File: src/rtl/i2c_boot_pkg.sv
`timescale 1ns / 1ps
package i2c_boot_pkg;

   // Byte-engine states of the boot image target
   typedef enum logic [3:0] {
      ST_IDLE,
      ST_ADDR,
      ST_ADDR_ACK,
      ST_WR,
      ST_WR_ACK,
      ST_STRETCH,
      ST_RELEASE,
      ST_RD,
      ST_RD_ACK,
      ST_RD_NEXT,
      ST_PARK
   } tgt_state_e;

   localparam int BYTE_W = 8;

endpackage

File: src/rtl/i2c_line_sync.sv
`timescale 1ns / 1ps
module i2c_line_sync #(
   parameter int STAGES = 2
) (
   input  logic clk,
   input  logic rst_n,
   input  logic scl_in,
   input  logic sda_in,
   output logic scl_s,
   output logic sda_s,
   output logic scl_rise,
   output logic scl_fall,
   output logic start_c,
   output logic stop_c
);

   if (STAGES < 2) begin : g_bad_stages
      $error("i2c_line_sync: STAGES must be at least 2");
   end

   logic [STAGES-1:0] scl_pipe;
   logic [STAGES-1:0] sda_pipe;
   logic              scl_d;
   logic              sda_d;

   // Idle bus is high on both lines
   always_ff @(posedge clk or negedge rst_n) begin
      if (!rst_n) begin
         scl_pipe <= '1;
         sda_pipe <= '1;
         scl_d    <= 1'b1;
         sda_d    <= 1'b1;
      end else begin
         scl_pipe <= {scl_pipe[STAGES-2:0], scl_in};
         sda_pipe <= {sda_pipe[STAGES-2:0], sda_in};
         scl_d    <= scl_pipe[STAGES-1];
         sda_d    <= sda_pipe[STAGES-1];
      end
   end

   assign scl_s    = scl_pipe[STAGES-1];
   assign sda_s    = sda_pipe[STAGES-1];
   assign scl_rise = scl_s & ~scl_d;
   assign scl_fall = ~scl_s & scl_d;
   // Bus conditions: SDA edge while SCL stays high
   assign start_c  = scl_s & scl_d & sda_d & ~sda_s;
   assign stop_c   = scl_s & scl_d & ~sda_d & sda_s;

endmodule

File: src/rtl/i2c_boot_image.sv
`timescale 1ns / 1ps
module i2c_boot_image #(
   parameter int                       NUM_PROF = 3,
   parameter int                       PROF_W   = 2,
   parameter int                       DEPTH    = 16,
   parameter int                       ADDR_W   = 4,
   parameter logic [NUM_PROF*16-1:0]   VID_SET  = '0,
   parameter logic [NUM_PROF*16-1:0]   PID_SET  = '0,
   parameter logic [NUM_PROF*16-1:0]   DID_SET  = '0,
   parameter logic [NUM_PROF*8-1:0]    CFG_SET  = '0
) (
   input  logic [PROF_W-1:0] prof_sel,
   input  logic [ADDR_W-1:0] idx,
   output logic [7:0]        data
);

   if (DEPTH < 8) begin : g_bad_depth
      $error("i2c_boot_image: DEPTH must hold the 8-byte header");
   end

   function automatic logic [7:0] img_byte(input int p, input logic [ADDR_W-1:0] i);
      logic [15:0] v;
      logic [15:0] pd;
      logic [15:0] dv;
      logic [7:0]  c;
      v  = VID_SET[p*16 +: 16];
      pd = PID_SET[p*16 +: 16];
      dv = DID_SET[p*16 +: 16];
      c  = CFG_SET[p*8 +: 8];
      case (int'(i))
         0:       img_byte = 8'hC0;
         1:       img_byte = v[7:0];
         2:       img_byte = v[15:8];
         3:       img_byte = pd[7:0];
         4:       img_byte = pd[15:8];
         5:       img_byte = dv[7:0];
         6:       img_byte = dv[15:8];
         7:       img_byte = c;
         default: img_byte = 8'hFF;
      endcase
   endfunction

   logic [7:0] per_prof [NUM_PROF];

   for (genvar p = 0; p < NUM_PROF; p++) begin : g_prof
      assign per_prof[p] = img_byte(p, idx);
   end

   // Out-of-range profile codes fall back to profile 0
   always_comb begin
      data = per_prof[0];
      for (int k = 1; k < NUM_PROF; k++) begin
         if (int'(prof_sel) == k) data = per_prof[k];
      end
   end

endmodule

File: src/rtl/i2c_stretch_timer.sv
`timescale 1ns / 1ps
module i2c_stretch_timer #(
   parameter int CYCLES = 64
) (
   input  logic clk,
   input  logic rst_n,
   input  logic run,
   output logic done
);

   localparam int CNT_W = (CYCLES < 2) ? 1 : $clog2(CYCLES);

   if (CYCLES < 1) begin : g_bad_cycles
      $error("i2c_stretch_timer: CYCLES must be at least 1");
   end

   logic [CNT_W-1:0] cnt;

   always_ff @(posedge clk or negedge rst_n) begin
      if (!rst_n)    cnt <= '0;
      else if (!run) cnt <= '0;
      else if (!done) cnt <= cnt + 1'b1;
   end

   assign done = run && (cnt == CNT_W'(CYCLES - 1));


   // timer_run_chk
   timer_run_chk: assert property (@(posedge clk) disable iff (!rst_n)
      (run && !done) |=> (cnt != '0 || !run));

endmodule

File: src/rtl/i2c_boot_rom.sv
`timescale 1ns / 1ps
module i2c_boot_rom
   import i2c_boot_pkg::*;
#(
   parameter logic [6:0]               DEV_ADDR    = 7'h50,
   parameter int                       NUM_PROF    = 3,
   parameter int                       PROF_W      = 2,
   parameter int                       IMG_DEPTH   = 16,
   parameter int                       SYNC_STAGES = 2,
   parameter int                       STRETCH_CYC = 64,
   parameter int                       CLK_HZ      = 200_000_000,
   parameter logic [NUM_PROF*16-1:0]   VID_SET     = {16'h0925, 16'h1209, 16'h04B4},
   parameter logic [NUM_PROF*16-1:0]   PID_SET     = {16'h3881, 16'h0001, 16'h8613},
   parameter logic [NUM_PROF*16-1:0]   DID_SET     = {16'h0130, 16'h0002, 16'hA001},
   parameter logic [NUM_PROF*8-1:0]    CFG_SET     = {8'h40, 8'h01, 8'h00}
) (
   input  logic              clk,
   input  logic              rst_n,
   input  logic              scl_in,
   input  logic              sda_in,
   input  logic [PROF_W-1:0] profile_sel,
   output logic              scl_oe,
   output logic              sda_oe
);

   localparam int PTR_W = $clog2(IMG_DEPTH);
   localparam longint unsigned STRETCH_NS =
      (longint'(STRETCH_CYC) * 64'd1_000_000_000) / longint'(CLK_HZ);
   localparam int LEN_W = $clog2(STRETCH_CYC + 4);

   // Elaboration-time parameter checks
   if (IMG_DEPTH < 8 || (IMG_DEPTH & (IMG_DEPTH - 1)) != 0) begin : g_bad_img
      $error("i2c_boot_rom: IMG_DEPTH must be a power of two, at least 8");
   end
   if (STRETCH_NS >= 64'd10_000) begin : g_bad_stretch
      $error("i2c_boot_rom: stretch window must stay below 10 us");
   end
   if (CLK_HZ < 20 * 400_000) begin : g_bad_clk
      $error("i2c_boot_rom: clock too slow for 400 kHz bus");
   end
   if (NUM_PROF < 1 || NUM_PROF > (1 << PROF_W)) begin : g_bad_prof
      $error("i2c_boot_rom: NUM_PROF does not fit PROF_W");
   end

   logic scl_s, sda_s, scl_rise, scl_fall, start_c, stop_c;

   i2c_line_sync #(.STAGES(SYNC_STAGES)) u_sync (
      .clk      (clk),
      .rst_n    (rst_n),
      .scl_in   (scl_in),
      .sda_in   (sda_in),
      .scl_s    (scl_s),
      .sda_s    (sda_s),
      .scl_rise (scl_rise),
      .scl_fall (scl_fall),
      .start_c  (start_c),
      .stop_c   (stop_c)
   );

   tgt_state_e        state;
   logic [3:0]        bit_cnt;
   logic [BYTE_W-1:0] shreg;
   logic [BYTE_W-1:0] tx;
   logic [PTR_W-1:0]  ptr;
   logic              rw_q;
   logic              stopped_q;
   logic [7:0]        img_data;
   logic              tmr_done;

   i2c_boot_image #(
      .NUM_PROF (NUM_PROF),
      .PROF_W   (PROF_W),
      .DEPTH    (IMG_DEPTH),
      .ADDR_W   (PTR_W),
      .VID_SET  (VID_SET),
      .PID_SET  (PID_SET),
      .DID_SET  (DID_SET),
      .CFG_SET  (CFG_SET)
   ) u_image (
      .prof_sel (profile_sel),
      .idx      (ptr),
      .data     (img_data)
   );

   i2c_stretch_timer #(.CYCLES(STRETCH_CYC)) u_tmr (
      .clk   (clk),
      .rst_n (rst_n),
      .run   (state == ST_STRETCH),
      .done  (tmr_done)
   );

   always_ff @(posedge clk or negedge rst_n) begin
      if (!rst_n) begin
         state     <= ST_IDLE;
         bit_cnt   <= '0;
         shreg     <= '0;
         tx        <= '0;
         ptr       <= '0;
         rw_q      <= 1'b0;
         stopped_q <= 1'b1;
         scl_oe    <= 1'b0;
         sda_oe    <= 1'b0;
      end else if (stop_c) begin
         state     <= ST_IDLE;
         scl_oe    <= 1'b0;
         sda_oe    <= 1'b0;
         stopped_q <= 1'b1;
      end else if (start_c) begin
         state     <= ST_ADDR;
         bit_cnt   <= '0;
         scl_oe    <= 1'b0;
         sda_oe    <= 1'b0;
         stopped_q <= 1'b0;
         if (stopped_q) ptr <= '0;
      end else begin
         unique case (state)
            ST_IDLE, ST_PARK: ;
            ST_ADDR: begin
               if (scl_rise) begin
                  shreg   <= {shreg[6:0], sda_s};
                  bit_cnt <= bit_cnt + 1'b1;
               end else if (scl_fall && bit_cnt == 4'd8) begin
                  if (shreg[7:1] == DEV_ADDR) begin
                     sda_oe <= 1'b1;
                     rw_q   <= shreg[0];
                     state  <= ST_ADDR_ACK;
                  end else begin
                     state  <= ST_PARK;
                  end
               end
            end
            ST_ADDR_ACK: begin
               if (scl_fall) begin
                  sda_oe  <= 1'b0;
                  bit_cnt <= '0;
                  if (rw_q) begin
                     scl_oe <= 1'b1;
                     state  <= ST_STRETCH;
                  end else begin
                     state  <= ST_WR;
                  end
               end
            end
            ST_WR: begin
               // Bytes are shifted in only to count them; contents are dropped
               if (scl_rise) begin
                  shreg   <= {shreg[6:0], sda_s};
                  bit_cnt <= bit_cnt + 1'b1;
               end else if (scl_fall && bit_cnt == 4'd8) begin
                  sda_oe <= 1'b1;
                  state  <= ST_WR_ACK;
               end
            end
            ST_WR_ACK: begin
               if (scl_fall) begin
                  sda_oe  <= 1'b0;
                  bit_cnt <= '0;
                  state   <= ST_WR;
               end
            end
            ST_STRETCH: begin
               if (tmr_done) begin
                  tx     <= img_data;
                  sda_oe <= ~img_data[7];
                  state  <= ST_RELEASE;
               end
            end
            ST_RELEASE: begin
               scl_oe  <= 1'b0;
               bit_cnt <= '0;
               state   <= ST_RD;
            end
            ST_RD: begin
               if (scl_fall) begin
                  if (bit_cnt == 4'd7) begin
                     sda_oe <= 1'b0;
                     ptr    <= ptr + 1'b1;
                     state  <= ST_RD_ACK;
                  end else begin
                     tx      <= {tx[6:0], 1'b0};
                     sda_oe  <= ~tx[6];
                     bit_cnt <= bit_cnt + 1'b1;
                  end
               end
            end
            ST_RD_ACK: begin
               if (scl_rise) state <= sda_s ? ST_PARK : ST_RD_NEXT;
            end
            ST_RD_NEXT: begin
               if (scl_fall) begin
                  scl_oe <= 1'b1;
                  state  <= ST_STRETCH;
               end
            end
            default: state <= ST_IDLE;
         endcase
      end
   end

   // Checker state: length of the current SCL hold
   logic [LEN_W-1:0] hold_len;
   always_ff @(posedge clk or negedge rst_n) begin
      if (!rst_n)      hold_len <= '0;
      else if (scl_oe) hold_len <= hold_len + 1'b1;
      else             hold_len <= '0;
   end


   // stretch_len_chk
   stretch_len_chk: assert property (@(posedge clk) disable iff (!rst_n)
      scl_oe |-> (int'(hold_len) < STRETCH_CYC + 1));


   // sda_scl_low_chk
   sda_scl_low_chk: assert property (@(posedge clk) disable iff (!rst_n)
      (sda_oe != $past(sda_oe)) |-> !$past(scl_s));


   // ptr_step_chk
   ptr_step_chk: assert property (@(posedge clk) disable iff (!rst_n)
      (ptr != $past(ptr)) |-> ((ptr == PTR_W'($past(ptr) + 1'b1)) || (ptr == '0)));


   // park_quiet_chk
   park_quiet_chk: assert property (@(posedge clk) disable iff (!rst_n)
      (state == ST_PARK) |-> (!sda_oe && !scl_oe));


   // restart_ptr_chk
   restart_ptr_chk: assert property (@(posedge clk) disable iff (!rst_n)
      (start_c && !stop_c && stopped_q) |=> (ptr == '0));

endmodule

File: config.mk
export PLATFORM = sky130hd
export DESIGN_NAME = i2c_boot_rom
export DESIGN_NICKNAME = d
export VERILOG_FILES = /design/src/rtl/i2c_boot_pkg.sv /design/src/rtl/i2c_line_sync.sv /design/src/rtl/i2c_boot_image.sv /design/src/rtl/i2c_stretch_timer.sv /design/src/rtl/i2c_boot_rom.sv
export SDC_FILE = /design/constraint.sdc
export NUM_CORES = 1
export LEC_CHECK = 0
export BUFFER_PORTS_ARGS = -buffer_cell sky130_fd_sc_hd__buf_2
export CORE_UTILIZATION = 50
export CTS_BUF_LIST = sky130_fd_sc_hd__clkbuf_4 sky130_fd_sc_hd__clkbuf_8
export DETAILED_ROUTE_END_ITERATION = 10
export GPL_TIMING_DRIVEN = 1
export PLACE_DENSITY = 0.66
export SLEW_MARGIN = 20
export SYNTH_ARGS = -nofsm -noshare
export SYNTH_HDL_FRONTEND = slang
export SYNTH_SLANG_ARGS = --single-unit
export TNS_END_PERCENT = 10
File: constraint.sdc
create_clock -name clk -period 3.2 [get_ports clk]
set_input_delay 0.64 -clock clk [delete_from_list [all_inputs] [get_ports clk]]
set_output_delay 0.64 -clock clk [all_outputs]
set_load 0.01 [all_outputs]
==> results_dict.tcl <==
set metrics [dict create \
    routed_wl_mm 4.944 \
    critPathLaunch "state[1]" \
    die_area_um2 5466 \
    port_buffers 7 \
    post_cts_buffers 0 \
    yosys.area_share.xor_xnor 0.01354 \
    cpPeakStageDelay_ns 0.76 \
    nets 289 \
    clock.fmax_mhz 453.7 \
    power_mw 1.690 \
    power.density_nw_per_um2 625.0 \
    coreArea_um2 4848 \
    netlist_instances 277 \
    synth-seq-cells 43 \
    period_share 0.6888 \
    required_ns 3.39 \
    syn2layout_area_growth_pct 4.497 \
    grt_usage 0.2015 \
    synth_edf_count 0 \
    yosysWarnings 0 \
    layout-drive-gt1-share 0.1625 \
    setup-tns-final_ns 0 \
    syn-num-nets 290 \
    post-route-drc-count 0 \
    fin_crit_ns 2.204 \
    cts.sinks 43 \
    r2r_start "state[1]" \
    clk-insertion-delay-late_ns 0.30 \
    cp-end-kind "flip-flop" \
    die_w_um 73.94 \
    crit_type "flip-flop to flip-flop" \
    grt_overflow 0 \
    critPathArrivalTime_ns 2.40 \
    rows 25 \
    cts_max_level 2 \
    critical_path.max_fanout 23 \
    viasPerCell 5.913 \
    cts_tree "yes" \
    peakVddDrop_mv 0.3218 \
    r2r_cells 5 \
    ant_nets 0 \
    io-pin-count 8 \
    final_area_um2 2704 \
    avgSynthCellArea_um2 9.341 \
    antennaDiodeCount 0 \
    clock-root-buffer "clkbuf_8" \
    grt_max_degree 44 \
    vias 2034 \
    yosys.area_share.simple 0.2191 \
    die_h_um 73.94 \
    dr.pass1.iters 4 \
    initial_core_util 0.5337 \
    worst_setup_path_start_kind "flip-flop" \
    hpwl_mm 3.525 \
    relSlewSlack 0.3863 \
    cap_viol_max_count 0 \
    rsz0062_at_grt "false" \
    dp.cells 336 \
    synthAdderAreaFrac 0.03385 \
    fin_cells 344 \
    ff2ff_setup_slack_ns 1.0 \
    gp_congestion 0.8404 \
    antenna_found_initial 0 \
    fin_util 0.5577 \
    worst_hold_slack_ns 0.3598 \
    status "finished clean" \
    synth_top_family_by_area "simple AND/OR/NAND/NOR gates" \
    first_iter_violations 73 \
    crit_slowest_cell "dfrtp_1" \
    cts_buffer_depth 2 \
    n_fill_cell 432 \
    cts_inserted_buffers 5 \
    ys_seq_area_frac 0.4192 \
    skew_ns 0.007548 \
    ys.flop_type "dfrtp_1" \
    min_path_type "flip-flop to flip-flop" \
    cp-endpoint "bit_cnt[2]" \
    synthMuxAreaShare 0.06721 \
    hold_buffers 0 \
    clk_pin_slew_ns 0.09 \
    power_leakage_nw 1.171 \
    place_ws_ns 0.9523 \
    synthDistinctLibCells 61 \
    setup_viol 0 \
    final-hold-violation-count 0 \
    first_global_vias 1908 \
    setup_slack_ns 0.9960 \
    tightest_slew_ns 0.9205 \
    grt_first_pass_wirelength_mm 8.480 \
    dpl_cell_area_um2 2611 \
    slew_viol_final 0 \
    cts_resized 0 \
    wl_per_cell_um 14.37 \
    crit_chain "and4b_1, and2_4, nor2_1, o211a_1, a41o_1" \
    r2r_end "bit_cnt[2]" \
    synth-compound-area-share 0.1973 \
    syn_area_um2 2587 \
    async_reset_ff_frac 1.000 \
]
==> how the worst min path moves through the flow <==
stage                                  start                  to  slack [ns]  cells after the start
final                     u_sync.scl_pipe[0]  u_sync.scl_pipe[1]        0.36                      0
after floorplan                        rst_n          bit_cnt[0]        0.34                      0
after global routing      u_sync.sda_pipe[0]  u_sync.sda_pipe[1]        0.36                      0
after global placement    u_sync.scl_pipe[0]  u_sync.scl_pipe[1]        0.35                      0
after CTS                 u_sync.scl_pipe[0]  u_sync.scl_pipe[1]        0.36                      0
after detailed placement  u_sync.scl_pipe[0]  u_sync.scl_pipe[1]        0.35                      0
==> critical path, delay by kind of cell, from the launching register on <==
| family | cells | cell delay [ns] |
|---|---|---|
| simple gates | 3 | 0.80 |
| compound gates | 2 | 0.53 |
| flops | 1 | 0.76 |
==> cells in the final DEF (no fill, tap or decap), types with 4 or more instances in the layout <==
master,count
o31ai_1,4
a211oi_1,6
mux2i_1,5
ha_1,7
nor2b_1,6
inv_1,9
buf_2,7
nand2_1,26
o21ai_0,17
dfstp_2,7
clkbuf_8,5
a21oi_1,15
dfrtp_1,36
nor3_1,7
nand3_1,11
o211ai_1,4
nor2_1,22
mux2_2,10
nand2b_1,6
==> power breakdown <==
part | switching [mW] | total [mW] | internal, mW
Clock | 0.200 | 0.356 | 0.156
Sequential | 0.162 | 0.825 | 0.663
Combinational | 0.272 | 0.509 | 0.237
==> cells in the mapped netlist (2+ instances only) <==
cell       number  area (µm²)
nor2b_1         6       37.54
nor2_2          2       12.51
buf_4           2       15.01
xor2_1          2       17.52
o21ai_0        17       85.08
or3_1           2       12.51
o22ai_1         2       12.51
a311oi_1        2       17.52
and3_1          3       18.77
dfstp_2         7       183.9
buf_2           7       35.03
a22oi_1         3       22.52
nand2b_1        6       37.54
nand2_1        26       97.59
a211oi_1        6       45.04
dfrtp_1        36       900.9
a21o_1          3       22.52
o211ai_1        4       30.03
nor3_1          7       35.03
buf_6           3       33.78
xnor2_1         2       17.52
o21a_1          2       15.01
nor2_1         22       82.58
a21oi_1        15       75.07
inv_1           9       33.78
mux2_2         10       112.6
a31oi_1         3       18.77
or2_2           2       12.51
nand4bb_1       2       22.52
clkbuf_1        3       11.26
o21ai_1         3       15.01
o31ai_1         4       30.03
a2111oi_0       3       26.28
nand4_1         3       18.77
nand3_1        11       55.05
ha_1            7       87.58
a221oi_1        2       17.52
mux2i_1         5       50.05
==> layout make-up <==
cell class / count / area (µm²) / share of cell area
clock buffer: 5 / 68.82 / 0.02545
clock inverter: 3 / 23.77 / 0.008792
inverter: 9 / 33.78 / 0.01249
multi-input combinational: 210 / 1374 / 0.5081
sequential: 43 / 1085 / 0.4012
tap: 67 / 83.83 / 0.03100
timing repair buffer: 7 / 35.03 / 0.01296
==> registers in the layout (all words and copies together), names as in the netlist <==
name,cells
tx,7
stopped_q,1
scl_oe,1
sda_oe,1
ptr,4
state,4
u_sync.sda_d,1
rw_q,1
u_sync.scl_pipe,2
u_tmr.cnt,6
u_sync.sda_pipe,2
u_sync.scl_d,1
shreg,8
bit_cnt,4
==> cell families after synthesis <==
logic type,after synthesis
AND/OR/NAND/NOR,106
AO/OA/AOI/OAI,77
flip-flops,43
buffers and inverters,24
multiplexers,16
adder cells (fa/ha/maj),7
XOR/XNOR,4
==> routing by layer <==
metal | global-route usage | wire length, µm | vias to the layer above | part of all wire
met5 | 0 | 0 | - | 0
met2 | 0.3394 | 2385 | 28 | 0.48
li1 | - | - | 1003 | -
met4 | 0.07051 | 76 | 0 | 0.015
met1 | 0.2603 | 2356 | 995 | 0.48
met3 | 0.03794 | 125 | 8 | 0.025
Power figures use the tool's default switching activity.
